$ cat src/rtl/pat_sync_pkg.sv
package pat_sync_pkg;
  typedef enum logic [1:0] {
    ST_HUNT = 2'd0,
    ST_LOCK = 2'd1,
    ST_HOLD = 2'd2
  } det_state_e;
endpackage

$ cat src/rtl/pat_sync_ref.sv
// Expected-bit source: self-seeding LFSR or rotating word pointer.
module pat_sync_ref #(
  parameter int PW = 32,
  localparam int LW = $clog2(PW)
) (
  input  logic          clk,
  input  logic          rst,
  input  logic          bit_en,
  input  logic          rx_c,
  input  logic          prbs,
  input  logic [LW-1:0] len,
  input  logic [LW-1:0] tap,
  input  logic [PW-1:0] pat,
  input  logic          load_rx,
  input  logic          restart,
  input  logic          slip,
  output logic          exp_bit,
  output logic          seeded
);
  logic [PW-1:0] lfsr;
  logic [LW-1:0] ptr;
  logic [LW:0]   fill;
  logic          prbs_exp;

  assign prbs_exp = lfsr[len] ^ lfsr[tap];
  assign exp_bit  = prbs ? prbs_exp : pat[ptr];
  assign seeded   = ~prbs | (fill > {1'b0, len});

  always_ff @(posedge clk) begin
    if (rst) begin
      lfsr <= '0;
      ptr  <= '0;
    end else if (bit_en) begin
      // while hunting the register tracks the line; when locked it free-runs
      lfsr <= {lfsr[PW-2:0], (load_rx ? rx_c : prbs_exp)};
      if (!slip) ptr <= (ptr >= len) ? '0 : ptr + 1'b1;
    end
  end

  always_ff @(posedge clk) begin
    if (rst || restart) fill <= '0;
    else if (bit_en && load_rx && (fill <= {1'b0, len})) fill <= fill + 1'b1;
  end

  // a slip freezes the phase for one bit
  assert_slip_holds_R4: assert property (@(posedge clk) disable iff (rst)
    (slip && !prbs && (ptr < len)) |=> (ptr == $past(ptr)));
endmodule

$ cat src/rtl/pat_sync_fsm.sv
// Search / lock / hold control with run and window counters.
module pat_sync_fsm
  import pat_sync_pkg::*;
#(
  parameter int SYNC_RUN  = 48,
  parameter int WIN_LEN   = 48,
  parameter int ERR_LIMIT = 10,
  localparam int RW = $clog2(SYNC_RUN),
  localparam int WW = $clog2(WIN_LEN),
  localparam int EW = $clog2(ERR_LIMIT + 1)
) (
  input  logic clk,
  input  logic rst,
  input  logic bit_en,
  input  logic mism,
  input  logic seeded,
  input  logic auto_sync,
  input  logic man_sync,
  output logic restart,
  output logic slip,
  output logic load_rx,
  output logic in_sync,
  output logic bit_err,
  output logic bit_chk
);
  det_state_e    state;
  logic [RW-1:0] run;
  logic [WW-1:0] win;
  logic [EW-1:0] errs;
  logic          man_q;
  logic          man_rise;
  logic          lose;

  assign man_rise = man_sync & ~man_q;
  assign lose     = (state == ST_LOCK) & bit_en & mism & (errs == EW'(ERR_LIMIT));
  assign restart  = man_rise | lose;
  assign slip     = (state == ST_HUNT) & bit_en & seeded & mism & ~man_rise;
  assign load_rx  = (state != ST_LOCK);
  assign in_sync  = (state == ST_LOCK);

  always_ff @(posedge clk) begin
    if (rst) begin
      state   <= ST_HUNT;
      run     <= '0;
      win     <= '0;
      errs    <= '0;
      man_q   <= 1'b0;
      bit_err <= 1'b0;
      bit_chk <= 1'b0;
    end else begin
      man_q   <= man_sync;
      bit_chk <= bit_en && (state == ST_LOCK);
      bit_err <= bit_en && (state == ST_LOCK) && mism;
      if (man_rise) begin
        state <= ST_HUNT;
        run   <= '0;
        win   <= '0;
        errs  <= '0;
      end else if (bit_en) begin
        case (state)
          ST_HUNT: if (seeded) begin
            if (mism) run <= '0;
            else if (run == RW'(SYNC_RUN - 1)) begin
              state <= ST_LOCK;
              run   <= '0;
              win   <= '0;
              errs  <= '0;
            end else run <= run + 1'b1;
          end
          ST_LOCK: if (lose) begin
            state <= auto_sync ? ST_HUNT : ST_HOLD;
            win   <= '0;
            errs  <= '0;
          end else if (win == WW'(WIN_LEN - 1)) begin
            win  <= '0;
            errs <= '0;
          end else begin
            win  <= win + 1'b1;
            errs <= errs + EW'(mism);
          end
          default: ;
        endcase
      end
    end
  end

  assert_lock_on_bit_R3: assert property (@(posedge clk) disable iff (rst)
    $rose(in_sync) |-> $past(bit_en));
  assert_err_has_chk_R5: assert property (@(posedge clk) disable iff (rst)
    bit_err |-> bit_chk);
  assert_chk_from_lock_R5: assert property (@(posedge clk) disable iff (rst)
    bit_chk |-> $past(in_sync && bit_en));
  assert_err_bound_R6: assert property (@(posedge clk) disable iff (rst)
    errs <= EW'(ERR_LIMIT));
  assert_drop_with_err_R7: assert property (@(posedge clk) disable iff (rst)
    ($fell(in_sync) && !$past(man_rise)) |-> bit_err);
  assert_hold_stays_R9: assert property (@(posedge clk) disable iff (rst)
    ((state == ST_HOLD) && !man_rise) |=> (state == ST_HOLD));
  assert_manual_restart_R10: assert property (@(posedge clk) disable iff (rst)
    man_rise |=> !in_sync);
  assert_idle_stable_R11: assert property (@(posedge clk) disable iff (rst)
    (!bit_en && !man_rise) |=> $stable(state));
endmodule

$ cat src/rtl/pat_sync_det.sv
module pat_sync_det #(
  parameter int PW        = 32,
  parameter int SYNC_RUN  = 48,
  parameter int WIN_LEN   = 48,
  parameter int ERR_LIMIT = 10,
  localparam int LW = $clog2(PW)
) (
  input  logic          clk,
  input  logic          rst,
  input  logic          bit_en,
  input  logic          rx_bit,
  input  logic          cfg_prbs,
  input  logic [LW-1:0] cfg_len,
  input  logic [LW-1:0] cfg_tap,
  input  logic [PW-1:0] cfg_pat,
  input  logic          cfg_inv,
  input  logic          auto_sync,
  input  logic          man_sync,
  output logic          in_sync,
  output logic          bit_err,
  output logic          bit_chk
);
  logic rx_c, exp_bit, seeded, restart, slip_raw, load_rx;

  assign rx_c = rx_bit ^ cfg_inv;

  pat_sync_ref #(.PW(PW)) u_ref (
    .clk(clk), .rst(rst), .bit_en(bit_en), .rx_c(rx_c),
    .prbs(cfg_prbs), .len(cfg_len), .tap(cfg_tap), .pat(cfg_pat),
    .load_rx(load_rx), .restart(restart), .slip(slip_raw & ~cfg_prbs),
    .exp_bit(exp_bit), .seeded(seeded)
  );

  pat_sync_fsm #(.SYNC_RUN(SYNC_RUN), .WIN_LEN(WIN_LEN), .ERR_LIMIT(ERR_LIMIT)) u_fsm (
    .clk(clk), .rst(rst), .bit_en(bit_en), .mism(rx_c ^ exp_bit),
    .seeded(seeded), .auto_sync(auto_sync), .man_sync(man_sync),
    .restart(restart), .slip(slip_raw), .load_rx(load_rx),
    .in_sync(in_sync), .bit_err(bit_err), .bit_chk(bit_chk)
  );
endmodule

$ cat config.mk
export PLATFORM = sky130hd
export DESIGN_NAME = pat_sync_det
export DESIGN_NICKNAME = d
export VERILOG_FILES = /design/src/rtl/pat_sync_pkg.sv /design/src/rtl/pat_sync_ref.sv /design/src/rtl/pat_sync_fsm.sv /design/src/rtl/pat_sync_det.sv
export SDC_FILE = /design/constraint.sdc
export NUM_CORES = 1
export LEC_CHECK = 0
export ABC_CLOCK_PERIOD_IN_PS = 8400
export BUFFER_PORTS_ARGS = -buffer_cell sky130_fd_sc_hd__buf_2
export CAP_MARGIN = 30
export CORE_ASPECT_RATIO = 1.2
export CORE_MARGIN = 1
export CORE_UTILIZATION = 45
export DETAILED_ROUTE_END_ITERATION = 10
export PLACE_DENSITY = 0.73
export SKIP_CTS_REPAIR_TIMING = 1
export SLEW_MARGIN = 20
export SYNTH_ARGS = -nofsm -noshare
export SYNTH_HDL_FRONTEND = slang
export SYNTH_HIERARCHICAL = 1
export SYNTH_SLANG_ARGS = --single-unit
$ cat constraint.sdc
create_clock -name clk -period 8.4 [get_ports clk]
set_clock_uncertainty 0.05 [all_clocks]
set_input_delay 0.42 -clock clk [delete_from_list [all_inputs] [get_ports clk]]
set_output_delay 0.42 -clock clk [all_outputs]
set_load 0.05 [all_outputs]
### Yosys cells after proc, flatten, opt, wreduce, memory -nomap -nowiden

Cells that the tools add are included.

| storage, ports and cells | value |
|---|---|
| bits in registers | 64 |
| bits in latches | 0 |
| memory bits (writable) | 0 |
| memory bits (read-only) | 0 |
| input bits | 50 |
| memories | 0 |

| cells by class | value |
|---|---|
| add/sub/neg operators | 5 |
| multipliers | 0 |
| div/mod/pow operators | 0 |
| magnitude comparators | 6 |
| eq/ne operators | 9 |
| shift-type cells | 0 |
| muxes and demuxes | 29 |
| bitwise operators | 18 |
| reductions and logical operators | 12 |

Operators with widths:

| cell | count |
|---|---|
| $mux W6 | 7 |
| $mux W4 | 5 |
| $add A6 B1 Y6 const B | 3 |
| $lt A5 B6 Y1 const B | 3 |
| $bmux W1 S5 | 3 |
| $eq A6 B6 Y1 const B | 2 |
| $pmux W6 S2 | 1 |
| $mux W2 | 5 |
| $and A1 B1 Y1 | 9 |
| $pmux W4 S2 | 1 |
| $gt A6 B5 Y1 | 1 |
| $le A6 B5 Y1 | 1 |
| $ne A2 B1 Y1 const B | 3 |
| $reduce_and A6 Y1 | 1 |
| $add A5 B1 Y5 const B | 1 |
| $ge A5 B5 Y1 | 1 |
| $mux W1 | 5 |
| $mux W5 | 1 |
| $reduce_and A5 Y1 | 1 |
| $add A4 B1 Y4 | 1 |
| $eq A4 B4 Y1 const B | 1 |
| $logic_and A1 B1 Y1 | 4 |
| $ne A2 B2 Y1 const B | 2 |
| $not A1 Y1 | 4 |
| other kinds (10) | 13 |

### Longest topological paths before layout

Gate-level depths: netlist (run 1).

| depth | value |
|---|---|
| depth after elaboration | 10 |
| gate-level depth with buffers | 18 |
| mapped depth without buffers | 16 |

### Cells and area by module

Netlist (run 1), hierarchy kept.

Modules (own cells, without submodules):

| module | times used | cells each | area each (um2) |
|---|---|---|---|
| pat_sync_ref | 1 | 290 | 2760.1 |
| pat_sync_fsm | 1 | 122 | 1093.5 |
| pat_sync_det | 1 | 3 | 38.8 |

### Worst setup path before layout (run 1)

OpenSTA, ideal clock, no wires.

| timing | value |
|---|---|
| kind | register -> register |
| start point | register u_ref.ptr[0] |
| end point | register u_ref.ptr[4] |
| arrival | 3.177 ns |
| data required time | 8.226 ns |
| slack | 5.049 ns |
| stages on the path, launching flop included | 15 |
| path buffers | 2 |
| clock period less this slack | 3.351 ns |
| cells stage by stage | dfxtp_1 buf_6 mux4_1 mux4_2 nor2b_4 a211oi_2 a21oi_1 xor3_1 clkbuf_1 and3_1 nor2b_1 nor2b_1 nand4_1 xor2_1 nor2_1 |

| between the ends | value |
|---|---|
| word-level cells in the longest chain between the ends | 9 |
| elaborated cells between the ends (all ways) | 12 |
| classes of those cells | 1 x add/sub; 1 x order compare; 4 x mux; 5 x bitwise; 1 x reduce/logical |

RTL lines:

| element | RTL line | RTL |
|---|---|---|
| start, declared | pat_sync_ref.sv:21 | `logic [LW-1:0] ptr;` |
| start signal, assigned | pat_sync_ref.sv:36 | `if (!slip) ptr <= (ptr >= len) ? '0 : ptr + 1'b1;` |
| $bmux W1 S5 | pat_sync_ref.sv:26 | `assign exp_bit = prbs ? prbs_exp : pat[ptr];` |
| $mux W1 (implied by the code) | pat_sync_ref.sv:26 |  |
| $mux W1 | pat_sync_ref.sv:26 |  |
| via exp_bit | pat_sync_det.sv:23 | `logic rx_c, exp_bit, seeded, restart, slip_raw, load_rx;` |
| $xor A1 B1 Y1 | pat_sync_det.sv:35 | `.clk(clk), .rst(rst), .bit_en(bit_en), .mism(rx_c ^ exp_bit),` |
| $and A1 B1 Y1 (2 in a row) | pat_sync_fsm.sv:37 | `assign slip = (state == ST_HUNT) & bit_en & seeded & mism & ~man_rise;` |
| via slip_raw | pat_sync_det.sv:23 |  |
| $and A1 B1 Y1 | pat_sync_det.sv:30 | `.load_rx(load_rx), .restart(restart), .slip(slip_raw & ~cfg_prbs),` |
| $not A1 Y1 (no source line) | n/a |  |
| $reduce_and A2 Y1 (no source line) | n/a |  |

The timed path passes the listed nets, and every way through them passes these cells. The select of a mux whose other input is x is not followed.
A chain may end at the register's enable or synchronous reset.

### Worst setup path in the final report (run 1)

Same ends and word-level chain as after synthesis.

==> metrics.csv, run 1 <==
stage,metric,value,unit
detailed_routing,Post-Route WL,8650,µm
logic_synthesis,main flop type after synthesis,dfxtp_1,
logic_synthesis,top post-synthesis cells by area,"dfxtp_1 33%, mux2i_1 16%, mux4_1 5.4%",
cts,CTS sink cnt,64,
power,Pint,0.529,mW
logic_synthesis,Post-Syn Area per Cell,9.38,µm²
die,CORE AREA,8240,µm²
global_routing,number of global-route vias before repair,3249,
logic_synthesis,synthesized flop and latch total,64,
die,Die Span Y,104,µm
power,Flop pwr share,44.0,%
detailed_routing,DRC viols,0,
logic_synthesis,top cell type's share of synthesized area,32.9,%
final_layout,ant diodes,0,
power,Clock power frac,42.5,%
die,die area,9030,µm²
sta,RSZ-0062 raised after global routing,false,
cts,worst skew pair latency,0.35,ns
final_layout,area added between synthesis and finish,14.1,%
placement,routability-driven placement congestion ratio,0.841,
sta,max_slew headroom,50.9,%
placement,Port Buf Inserts,52,
sta,Slew Limit Fails,0,
hold_path,Hold WC Path Type,input port to register,
final_layout,layout cell share with drive strength beyond 1,19.0,%
die,num rows,36,
logic_synthesis,Syn Nets,481,
power,switching power,0.180,mW
global_routing,Congestion Overflow GR,0,
sta,final hold viol count,0,
critical_path,Setup crit end kind,register,
power,Worst VDD drop,0.0000684,V
placement,HPWL Detailed,6340,µm
sta,number of setup violations in the final report,0,
flow_run,MaxCap Viol Count,0,
sta,TNS Setup,0,ns
power,cell area power density,160,nW/µm²
die,boundary pin count,53,
power,Switching Fraction,25.4,%
sta,final worst path period share,46.0,%
final_layout,nets,525,
logic_synthesis,"Seq/Total Area, Yosys",32.9,%
critical_path,path depth of the worst reg2reg path,12,
sta,min Tclk post-route,3.87,ns
hold_path,WHS Path Cells,2,
cts,H-tree lvl count,3,
detailed_routing,DRT antenna net count,0,
run_status,status,completed,
cts,clk buf depth,2,
detailed_routing,Vias/cell,5.66,
detailed_routing,WL per Instance,15.0,µm
logic_synthesis,Synthesis Warnings,6,
logic_synthesis,cell taking the most area after synthesis,dfxtp_1,
sta,Max Clk Rate,259,MHz
die,die width,86.9,µm
critical_path,"Data required, critical path",8.57,ns
critical_path,Critical Path Source Type,register,
sta,worst slew pin tran,0.736,ns
hold_path,HP Start,man_sync,
global_routing,initial antenna violation count,0,
logic_synthesis,Synth cell types,60,
logic_synthesis,Synth Cell Area,3890,µm²
final_layout,Util after Layout,53.9,%
power,Comb pwr share,13.5,%
cts,Worst-path clk slew,0.08,ns
critical_path,Crit Path Max Fanout,14,
critical_path,Crit Path Class,register to register,
global_routing,global-route wire length before repair,14700,µm
detailed_routing,detailed-route via count,3274,
logic_synthesis,Post-synth ARST share,0,%
power,Leakage,1.89,nW
hold_path,Worst Hold Endpoint,u_fsm/man_q,
critical_path,R2R setup slack,4.53,ns
critical_path,RR Endpoint,u_ref/ptr[4],
die,initial core utilization,47.2,%
logic_synthesis,"EDFF count, synth",0,
cts,Root Driver,clkbuf_8,
critical_path,"Arr. time, crit path",4.04,ns
logic_synthesis,Syn Inst Count,415,
global_routing,largest net degree at the start of global routing,42,
global_routing,Total Routing Usage GR,20.3,%
cts,Num CTS Buffers,9,
critical_path,Crit Reg-Reg Startpoint,u_ref/ptr[0],
cts,CTS tree,built,
detailed_routing,drt first pass iters,5,
detailed_routing,Iter 0 DRT Violations,165,
[placed cells by master (no fill, tap or decap), types with 2 or more instances in the layout]
| master | count |
|---|---|
| nand4_1 | 10 |
| a31oi_1 | 7 |
| clkbuf_8 | 10 |
| ha_1 | 16 |
| a22oi_1 | 8 |
| nand3_1 | 15 |
| xnor2_1 | 4 |
| xor2_1 | 7 |
| and2_1 | 2 |
| a211oi_1 | 2 |
| buf_2 | 52 |
| a311oi_1 | 2 |
| nor3_1 | 2 |
| nor2b_1 | 11 |
| mux4_2 | 2 |
| a21oi_1 | 10 |
| a21o_1 | 3 |
| o21ai_0 | 11 |
| nor2_1 | 51 |
| nor3b_1 | 3 |
| and4bb_2 | 2 |
| nand4b_1 | 2 |
| o21ai_1 | 3 |
| a32o_1 | 2 |
| nand3b_1 | 2 |
| and3_1 | 3 |
| inv_1 | 8 |
| nand2_1 | 29 |
| dfxtp_1 | 64 |
| clkinvlp_4 | 2 |
| or2_2 | 3 |
| clkinv_4 | 2 |
| o21a_1 | 2 |
| nand2b_1 | 6 |
| mux2i_1 | 62 |
| mux4_1 | 8 |
| o22ai_1 | 5 |
| bufinv_16 | 2 |
| or3_1 | 5 |
[flip-flops by register name, indices dropped and copies added, names as in the netlist]
signal / cells
u_fsm/win: 6
u_fsm/bit_err: 1
u_fsm/bit_chk: 1
u_ref/ptr: 5
u_fsm/state: 2
u_fsm/man_q: 1
u_ref/lfsr: 32
u_fsm/run: 6
u_ref/fill: 6
u_fsm/errs: 4
[final cells by class]
cell class | instances | area [µm²]
well taps | 114 | 143
fillers | 753 | 3800
repair buffers | 54 | 288
multi-input cells | 322 | 2470
flip-flops and latches | 64 | 1280
clock buffers | 10 | 138
clock inverters | 6 | 92.6
inverters | 8 | 30.0
[worst max-delay path, cell delays in order (launching register included)]
cell      delay, ns
dfxtp_1        0.66
mux4_1         0.62
mux4_2         0.47
nor2b_4        0.14
a211oi_2       0.23
a21oi_1        0.09
xor3_1         0.40
and3_1         0.25
nor2b_1        0.13
nor2b_1        0.31
nand4_1        0.16
xor2_1         0.17
nor2_1         0.06
[synthesized netlist by cell type, types with 3 or more instances]
cell type / n
mux2i_1: 62
o22ai_1: 5
or2_2: 3
nor2b_1: 11
inv_1: 8
o21ai_0: 11
a31oi_1: 7
a21o_1: 3
nand2b_1: 6
clkbuf_1: 12
nand4_1: 10
or3_1: 5
nand3_1: 15
xor2_1: 7
nor2_1: 51
ha_1: 16
nand2_1: 29
and3_1: 3
xnor2_1: 4
mux4_1: 8
a22oi_1: 8
buf_2: 6
dfxtp_1: 64
a21oi_1: 10
nor3b_1: 3
o21ai_1: 3
[power groups by stage]
| stage | logic, mW | registers [mW] | clock network (mW) |
|---|---|---|---|
| floorplan | 0.0743 | 0.315 | 0 |
| global placement | 0.0915 | 0.319 | 0 |
| detailed placement | 0.0949 | 0.319 | 0 |
| CTS | 0.0958 | 0.312 | 0.307 |
| global route | 0.106 | 0.313 | 0.326 |
| finish | 0.0960 | 0.312 | 0.301 |
[how the worst max path moves through the flow]
stage / start / end / slack, ns / cells past startpoint
finish: u_ref/ptr[0] / u_ref/ptr[4] / 4.53 / 12
global route: u_ref/ptr[0] / u_ref/ptr[4] / 4.27 / 12
CTS: u_ref/ptr[0] / u_ref/ptr[4] / 4.55 / 12
detailed placement: u_ref/ptr[0] / u_ref/ptr[3] / 4.56 / 12
global placement: u_ref/ptr[0] / u_ref/ptr[3] / 4.68 / 12
floorplan: u_ref/ptr[0] / u_ref/ptr[4] / 5.05 / 14
[cells by family (layout without fill, tap and decap cells)]
| family | after synthesis | after routing | share of synthesized area (%) |
|---|---|---|---|
| AO/OA/AOI/OAI | 67 | 67 | 12.1 |
| AND/OR/NAND/NOR | 155 | 155 | 20.6 |
| adder cells (fa/ha/maj) | 16 | 16 | 5.14 |
| XOR/XNOR | 12 | 12 | 3.09 |
| flip-flops | 64 | 64 | 32.9 |
| buffers and inverters | 29 | 78 | 3.63 |
| multiplexers | 72 | 72 | 22.5 |
[metrics by stage]
step / power [mW] / instances / setup slack, ns / area (µm²) / hold slack, ns
final: 0.709 / 578 / 4.53 / 4440 / 0.250
after detailed placement: 0.414 / 562 / 4.56 / 4210 / 0.425
after global routing: 0.744 / 578 / 4.27 / 4440 / 0.242
after CTS: 0.715 / 578 / 4.55 / 4440 / 0.253
after floorplan: 0.390 / 415 / 5.05 / 3890 / 0.394
after global placement: 0.410 / 560 / 4.68 / 4180 / 0.411
[routing by layer]
| layer | global-route usage (%) | vias to the layer above | wire length [µm] |
|---|---|---|---|
| met5 | 0 | - | 0 |
| met4 | 8.57 | 0 | 141 |
| met3 | 4.84 | 16 | 361 |
| met2 | 33.6 | 84 | 4340 |
| met1 | 24.7 | 1556 | 3810 |
| li1 | - | 1618 | - |
(Power assumes the default switching activity.)
==> inputs of run 2 (changes only) <==
- ABC_CLOCK_PERIOD_IN_PS: 8400 -> 3400
- PLACE_DENSITY: 0.73 -> 0.75
- clock period: 8.4 -> 3.4 ns (I/O delays scaled with it)
==> run 2 against run 1 <==
  * Critical path depth fell by 1
  * Fmax rose by 17%
  * Utilization rose by 1.4 points
  * Critical endpoint is now u_fsm/errs[2]
  * Critical path type unchanged
  * Cell count rose by 2.2%
==> metrics.csv, run 2 (synthesis gave the netlist of run 1 again) <==
stage,metric,value,unit,change
global_routing,Total Routing Usage GR,20.5,%,was 20.3%
placement,routability-driven placement congestion ratio,0.887,,was 0.841
critical_path,Crit Path Max Fanout,8,,was 14
final_layout,nets,540,,was 525
sta,final hold viol count,0,,unchanged
hold_path,Worst Hold Endpoint,u_fsm/man_q,,unchanged
sta,max_slew headroom,52.5,%,was 50.9%
cts,CTS sink cnt,64,,unchanged
cts,H-tree lvl count,3,,unchanged
power,cell area power density,352,nW/µm²,was 160 nW/µm²
critical_path,"Arr. time, crit path",3.51,ns,was 4.04 ns
critical_path,Setup crit end kind,register,,unchanged
die,die area,9030,µm²,unchanged
critical_path,R2R setup slack,0.09,ns,was 4.53 ns
hold_path,Hold WC Path Type,input port to register,,unchanged
critical_path,worst-path cell chain,buf_12 -> mux4_1 -> mux4_2 -> a211oi_2 -> a21oi_2 -> xor3_2 -> ha_1 -> ha_1 -> inv_1 -> or3_1 -> o22ai_1,,was mux4_1 -> mux4_2 -> nor2b_4 -> a211oi_2 -> a21oi_1 -> xor3_1 -> and3_1 -> nor2b_1 -> nor2b_1 -> nand4_1 -> xor2_1 -> nor2_1
sta,TNS Setup,0,ns,unchanged
global_routing,Congestion Overflow GR,0,,unchanged
critical_path,"Data required, critical path",3.60,ns,was 8.57 ns
final_layout,"most common cell after layout, fill and taps aside",dfxtp_1,,unchanged
global_routing,largest net degree at the start of global routing,44,,was 42
critical_path,slowest CP cell,mux4_1,,was dfxtp_1
detailed_routing,Post-Route WL,9100,µm,was 8650 µm
final_layout,Largest register FFs,32,,unchanged
power,Switching Fraction,26.6,%,was 25.4%
detailed_routing,Vias/cell,5.71,,was 5.66
run_status,status,completed,,unchanged
final_layout,area added between synthesis and finish,17.2,%,was 14.1%
sta,Max Clk Rate,302,MHz,was 259 MHz
sta,final worst path period share,97.3,%,was 46.0%
cts,CTS tree,built,,unchanged
power,Pint,1.18,mW,was 0.529 mW
sta,number of setup violations in the final report,0,,unchanged
placement,HPWL Detailed,6600,µm,was 6340 µm
sta,RSZ-0062 raised after global routing,true,,was false
cts,clk buf depth,2,,unchanged
power,Clock power frac,34.1,%,was 42.5%
placement,placed cell count,573,,was 562
placement,Port Buf Inserts,52,,unchanged
hold_path,WHS Path Cells,2,,unchanged
critical_path,Critical Path Source Type,register,,unchanged
critical_path,Crit Reg-Reg Startpoint,u_ref/ptr[0],,unchanged
die,boundary pin count,53,,unchanged
global_routing,number of global-route vias before repair,3257,,was 3249
critical_path,RR Endpoint,u_fsm/errs[2],,was u_ref/ptr[4]
power,Leakage,1.96,nW,was 1.89 nW
power,Worst VDD drop,0.000170,V,was 0.0000684 V
global_routing,global-route wire length before repair,14900,µm,was 14700 µm
final_layout,final cell count without fillers,591,,was 578
detailed_routing,DRT antenna net count,0,,unchanged
sta,setup ws final,0.0922,ns,was 4.53 ns
cts,Num CTS Buffers,9,,unchanged
die,initial core utilization,47.2,%,unchanged
sta,worst slew pin tran,0.713,ns,was 0.736 ns
final_layout,layout cell share with drive strength beyond 1,23.9,%,was 19.0%
final_layout,ant diodes,0,,unchanged
critical_path,Crit Path Class,register to register,,unchanged
final_layout,post-route cell area,4560,µm²,was 4440 µm²
sta,worst hold margin,0.0119,ns,was 0.250 ns
sta,min Tclk post-route,3.31,ns,was 3.87 ns
critical_path,path depth of the worst reg2reg path,11,,was 12
final_layout,Util after Layout,55.3,%,was 53.9%
detailed_routing,DRC viols,0,,unchanged
cts,Root Driver,clkbuf_8,,unchanged
power,Comb pwr share,18.3,%,was 13.5%
detailed_routing,Iter 0 DRT Violations,185,,was 165
die,num rows,36,,unchanged
final_layout,largest reg by FF count,u_ref/lfsr,,unchanged
final_layout,most frequent cells in the layout,"63 x dfxtp_1, 62 x mux2i_1, 52 x buf_2, 50 x nor2_1, 29 x nand2_1",,"was 64 x dfxtp_1, 62 x mux2i_1, 52 x buf_2, 51 x nor2_1, 29 x nand2_1"
flow_run,MaxCap Viol Count,0,,unchanged
placement,pre-CTS setup slack,-0.0788,ns,was 4.56 ns
critical_path,"CP delay by family, top",multiplexers,,unchanged
sta,Slew Limit Fails,0,,unchanged
detailed_routing,WL per Instance,15.4,µm,was 15.0 µm
placement,cell area after placement,4310,µm²,was 4210 µm²
power,Flop pwr share,47.6,%,was 44.0%
power,switching power,0.427,mW,was 0.180 mW
power,power after layout,1.61,mW,was 0.709 mW
cts,worst skew pair latency,0.34,ns,was 0.35 ns
die,Die Span Y,104,µm,unchanged
detailed_routing,drt first pass iters,4,,was 5
cts,Worst-path clk slew,0.07,ns,was 0.08 ns
critical_path,CP dominant cell by count,ha_1,,was nor2b_1
critical_path,Critical Path Max Stage Delay,0.54,ns,was 0.66 ns
critical_path,Buf/Inv on CP,2,,was 0
detailed_routing,detailed-route via count,3376,,was 3274
global_routing,initial antenna violation count,0,,unchanged
die,CORE AREA,8240,µm²,unchanged
hold_path,HP Start,man_sync,,unchanged
die,die width,86.9,µm,unchanged
-- run 2: per-layer routing --
metal  wire length [µm]  global-route usage (%)  vias up  part of all wire [%]
met2               4780                    35.0      104                    53
li1                   -                       -     1641                     -
met1               3800                    24.8     1624                    42
met5                  0                       0        -                     0
met3                464                    4.37        7                   5.1
met4                 61                    7.50        0                  0.67
-- run 2: worst max path at each step --
| stage | from | end | slack [ns] | cells after the start |
|---|---|---|---|---|
| floorplan | u_ref/ptr[0] | u_ref/ptr[4] | 0.05 | 14 |
| global placement | u_ref/ptr[0] | u_fsm/errs[2] | 0.06 | 12 |
| detailed placement | u_ref/ptr[0] | u_fsm/errs[2] | -0.08 | 12 |
| CTS | u_ref/ptr[0] | u_fsm/errs[2] | -0.09 | 12 |
| global route | u_ref/ptr[0] | u_fsm/errs[2] | -0.08 | 12 |
| finish | u_ref/ptr[0] | u_fsm/errs[2] | 0.09 | 11 |
-- run 2: area by class of cell --
class | count | area [µm²]
tap | 114 | 143
clock buffer | 10 | 138
clock inverter | 4 | 22.5
multi-input combinational | 324 | 2550
fill | 746 | 3680
sequential | 64 | 1280
timing repair buffer | 67 | 398
inverter | 8 | 30.0
-- run 2: worst register-to-register path, stage by stage, from the launching register on --
cell and delay (ns):
dfxtp_2 0.35, buf_12 0.13, mux4_1 0.55, mux4_2 0.50, a211oi_2 0.26, a21oi_2 0.08, xor3_2 0.39, ha_1 0.20
ha_1 0.15, inv_1 0.05, or3_1 0.35, o22ai_1 0.17
-- run 2: power by group through the flow --
stage,Clock (mW),Combinational (mW),Sequential [mW]
final,0.548,0.293,0.766
after global routing,0.600,0.319,0.766
after floorplan,0,0.184,0.779
after detailed placement,0,0.269,0.782
after CTS,0.569,0.270,0.765
after global placement,0,0.259,0.782
==> inputs of run 3 (changes only) <==
- ABC_AREA: unset -> 1
==> run 3 against run 2 <==
  * Design area increased by 3.1%
  * Count of clock-buffer cells in the layout increased by 1
  * Register-to-register slack improved by 0.23 ns
  * Power increased by 25%
  * Via count increased by 29%
  * Global-route usage increased by 2.1 points
  * Synthesized area increased by 6.7%
  * Cell count increased by 36%
  * Worst hold slack improved by 0.030 ns
  * Sequential power increased by 5.4%
  * Critical endpoint is now u_ref/ptr[4]
==> metrics.csv, run 3 <==
stage,metric,value,unit,change
run_status,status,completed,,unchanged
critical_path,Critical Path Source Type,register,,unchanged
sta,final hold viol count,0,,unchanged
placement,Port Buf Inserts,52,,unchanged
critical_path,Crit Path Class,register to register,,unchanged
logic_synthesis,Synth cell types,36,,was 60
detailed_routing,Iter 0 DRT Violations,231,,was 185
logic_synthesis,top post-synthesis cells by area,"dfxtp_1 31%, nand2_1 13%, nand3_1 9.4%",,"was dfxtp_1 33%, mux2i_1 16%, mux4_1 5.4%"
logic_synthesis,Post-synth ARST share,0,%,unchanged
final_layout,Filler cells,877,,was 746
logic_synthesis,Syn Nets,702,,was 481
die,die width,89.7,µm,was 86.9 µm
critical_path,"Data required, critical path",3.59,ns,was 3.60 ns
sta,max_slew headroom,43.9,%,was 52.5%
power,Comb pwr share,15.1,%,was 18.3%
power,Pint,1.47,mW,was 1.18 mW
cts,Root Driver,clkbuf_8,,unchanged
global_routing,initial antenna violation count,0,,unchanged
power,Clock power frac,44.7,%,was 34.1%
global_routing,Total Routing Usage GR,22.6,%,was 20.5%
sta,final worst path period share,90.6,%,was 97.3%
placement,cell area after placement,4430,µm²,was 4310 µm²
hold_path,Hold WC Path Type,input port to register,,unchanged
sta,setup ws final,0.320,ns,was 0.0922 ns
detailed_routing,WL per Instance,13.2,µm,was 15.4 µm
cts,CTS tree,built,,unchanged
logic_synthesis,Post-Synth Adder-Cell Area,4.82,%,was 5.14%
detailed_routing,drt first pass iters,5,,was 4
global_routing,global-route wire length before repair,17700,µm,was 14900 µm
cts,clk buf depth,2,,unchanged
placement,routability-driven placement congestion ratio,0.859,,was 0.887
logic_synthesis,top cell type's share of synthesized area,30.8,%,was 32.9%
cts,Worst-path clk slew,0.07,ns,about the same
final_layout,ant diodes,0,,unchanged
logic_synthesis,cell taking the most area after synthesis,dfxtp_1,,unchanged
detailed_routing,Metal-1 WL,4530,µm,was 3800 µm
sta,worst slew pin tran,0.841,ns,was 0.713 ns
power,Worst VDD drop,0.000199,V,was 0.000170 V
final_layout,nets,746,,was 540
flow_run,MaxCap Viol Count,0,,unchanged
hold_path,WHS Path Cells,2,,unchanged
logic_synthesis,synthesized flop and latch total,64,,unchanged
critical_path,"Arr. time, crit path",3.27,ns,was 3.51 ns
final_layout,area added between synthesis and finish,13.2,%,was 17.2%
detailed_routing,detailed-route via count,4346,,was 3376
detailed_routing,DRT antenna net count,0,,unchanged
detailed_routing,Top Metal Used,met4,,unchanged
sta,TNS Setup,0,ns,unchanged
cts,H-tree lvl count,3,,unchanged
final_layout,Largest register FFs,32,,unchanged
die,num rows,38,,was 36
logic_synthesis,"top cells by count, synth","142 x nand2_1, 78 x nand3_1, 64 x dfxtp_1, 64 x inv_1, 55 x nor2_1",,"was 64 x dfxtp_1, 62 x mux2i_1, 51 x nor2_1"
power,Flop pwr share,40.2,%,was 47.6%
critical_path,Crit Path Max Fanout,17,,was 8
power,Leakage,2.06,nW,was 1.96 nW
logic_synthesis,main combinational cell family by area after synthesis,simple AND/OR/NAND/NOR gates,,was multiplexers
placement,pre-CTS setup slack,0.278,ns,was -0.0788 ns
placement,HPWL Detailed,7700,µm,was 6600 µm
detailed_routing,DRC viols,0,,unchanged
final_layout,largest reg by FF count,u_ref/lfsr,,unchanged
detailed_routing,Post-Route WL,10600,µm,was 9100 µm
power,switching power,0.535,mW,was 0.427 mW
logic_synthesis,"EDFF count, synth",0,,unchanged
global_routing,number of global-route vias before repair,4101,,was 3257
logic_synthesis,complex-gate fraction of the synthesized area,16.9,%,was 12.1%
die,CORE AREA,8990,µm²,was 8240 µm²
cts,Num CTS Buffers,9,,unchanged
sta,RSZ-0062 raised after global routing,false,,was true
logic_synthesis,Post-Synth XOR/XNOR Area,1.69,%,was 3.09%
logic_synthesis,Synth Cell Area,4150,µm²,was 3890 µm²
final_layout,layout cell share with drive strength beyond 1,16.9,%,was 23.9%
logic_synthesis,most frequent cell after synthesis,nand2_1,,was dfxtp_1
final_layout,post-route cell area,4700,µm²,was 4560 µm²
logic_synthesis,Post-Syn Area per Cell,6.53,µm²,was 9.38 µm²
cts,worst skew pair latency,0.35,ns,was 0.34 ns
detailed_routing,met2 wire length,5380,µm,was 4780 µm
cts,CTS sink cnt,64,,unchanged
logic_synthesis,"Seq/Total Area, Yosys",30.8,%,was 32.9%
logic_synthesis,Synthesis Warnings,6,,unchanged
die,die area,9620,µm²,was 9030 µm²
global_routing,largest net degree at the start of global routing,55,,was 44
sta,Slew Limit Fails,0,,unchanged
sta,number of setup violations in the final report,0,,unchanged
critical_path,path depth of the worst reg2reg path,18,,was 11
critical_path,Setup crit end kind,register,,unchanged
sta,min Tclk post-route,3.08,ns,was 3.31 ns
detailed_routing,metal3 WL,466,µm,was 464 µm
final_layout,most frequent cells in the layout,"142 x nand2_1, 78 x nand3_1, 64 x inv_1, 63 x dfxtp_1, 55 x nor2_1",,"was 63 x dfxtp_1, 62 x mux2i_1, 52 x buf_2, 50 x nor2_1, 29 x nand2_1"
global_routing,Congestion Overflow GR,0,,unchanged
die,Die Span Y,107,µm,was 104 µm
detailed_routing,Vias/cell,5.40,,was 5.71
logic_synthesis,mux share of post-synthesis cell area,0,%,was 22.5%
die,initial core utilization,46.2,%,was 47.2%
sta,Max Clk Rate,325,MHz,was 302 MHz
power,cell area power density,427,nW/µm²,was 352 nW/µm²
power,Switching Fraction,26.7,%,was 26.6%
logic_synthesis,Syn Inst Count,636,,was 415
die,boundary pin count,53,,unchanged
logic_synthesis,simple-gate share of the synthesized area,34.5,%,was 20.6%
power,power after layout,2.01,mW,was 1.61 mW
logic_synthesis,main flop type after synthesis,dfxtp_1,,unchanged
final_layout,"most common cell after layout, fill and taps aside",nand2_1,,was dfxtp_1
==> run 3: changes by cell type in the layout (fill, tap and decap cells not counted), sizes merged, moves of 11 or more <==
cell / before / now
nand2: 29 / 154
inv: 8 / 78
nand3: 16 / 82
mux2i: 62 / 0
a21oi: 10 / 56
o21ai: 14 / 60
nor2: 52 / 65
nor2b: 12 / 0
buf: 67 / 56
==> run 3: layout make-up <==
cell class / instances / area (µm²) / area share, %
clock buffer: 11 / 141 / 3.01
multi-input combinational: 471 / 2410 / 51.2
tap: 120 / 150 / 3.19
timing repair buffer: 56 / 290 / 6.18
clock inverter: 5 / 128 / 2.71
sequential: 64 / 1280 / 27.3
inverter: 78 / 303 / 6.44
==> run 3: worst max-delay path, cell delays in order (launching register included) <==
cell and delay (ns):
dfxtp_1 0.66, o21ai_0 0.18, o22ai_1 0.23, nand2_1 0.08, nand4_1 0.08, o21ai_0 0.11, o21ai_1 0.18, inv_1 0.06
nand3_1 0.07, nand2_1 0.15, inv_2 0.12, a211oi_1 0.05, inv_1 0.06, nor2_1 0.04, nor2_1 0.26, nand2_1 0.15
nor3_1 0.21, xor2_1 0.17, nor2_1 0.06
==> run 3: path summary, 6_finish.rpt <==
path	slack [ns]	to	startpoint
max	0.32	u_ref/ptr[4]	u_ref/ptr[1]
min	0.04	u_ref/lfsr[0]	rst
max reg2reg	0.32	u_ref/ptr[4]	u_ref/ptr[1]
min reg2reg	0.45	u_ref/lfsr[3]	u_ref/lfsr[2]
==> run 3: metal layers <==
metal / track usage, % / up-vias
met5: 0 / -
met4: 11.5 / 0
met3: 3.32 / 27
met2: 41.8 / 118
met1: 25.1 / 2020
li1: - / 2181
==> run 3: cell families (layout without fill, tap and decap cells) <==
kind of cell | Yosys count | count (layout)
DFF | 64 | 64
and+or+nand+nor | 317 | 317
AOI/OAI and AO/OA | 130 | 130
adders and majority gates | 16 | 16
xor gates and xnor gates | 8 | 8
buffers and inverters | 101 | 150
==> run 3: power by group through the flow <==
stage | logic, mW | registers (mW) | clock network [mW]
4_1_cts | 0.300 | 0.806 | 0.910
5_1_grt | 0.345 | 0.810 | 0.933
3_5_place_dp | 0.298 | 0.823 | 0
6_report | 0.303 | 0.807 | 0.896
2_1_floorplan | 0.225 | 0.812 | 0
3_3_place_gp | 0.290 | 0.821 | 0
==> run 3: stage by stage <==
| step | std cells | hold WS [ns] | utilization (%) |
|---|---|---|---|
| 2_1_floorplan | 636 | 0.182 | - |
| 3_3_place_gp | 789 | 0.396 | 49.3 |
| 3_5_place_dp | 789 | 0.406 | 49.3 |
| 4_1_cts | 805 | 0.0368 | 52.3 |
| 5_1_grt | 805 | 0.0495 | 52.3 |
| 6_report | 805 | 0.0416 | 52.3 |
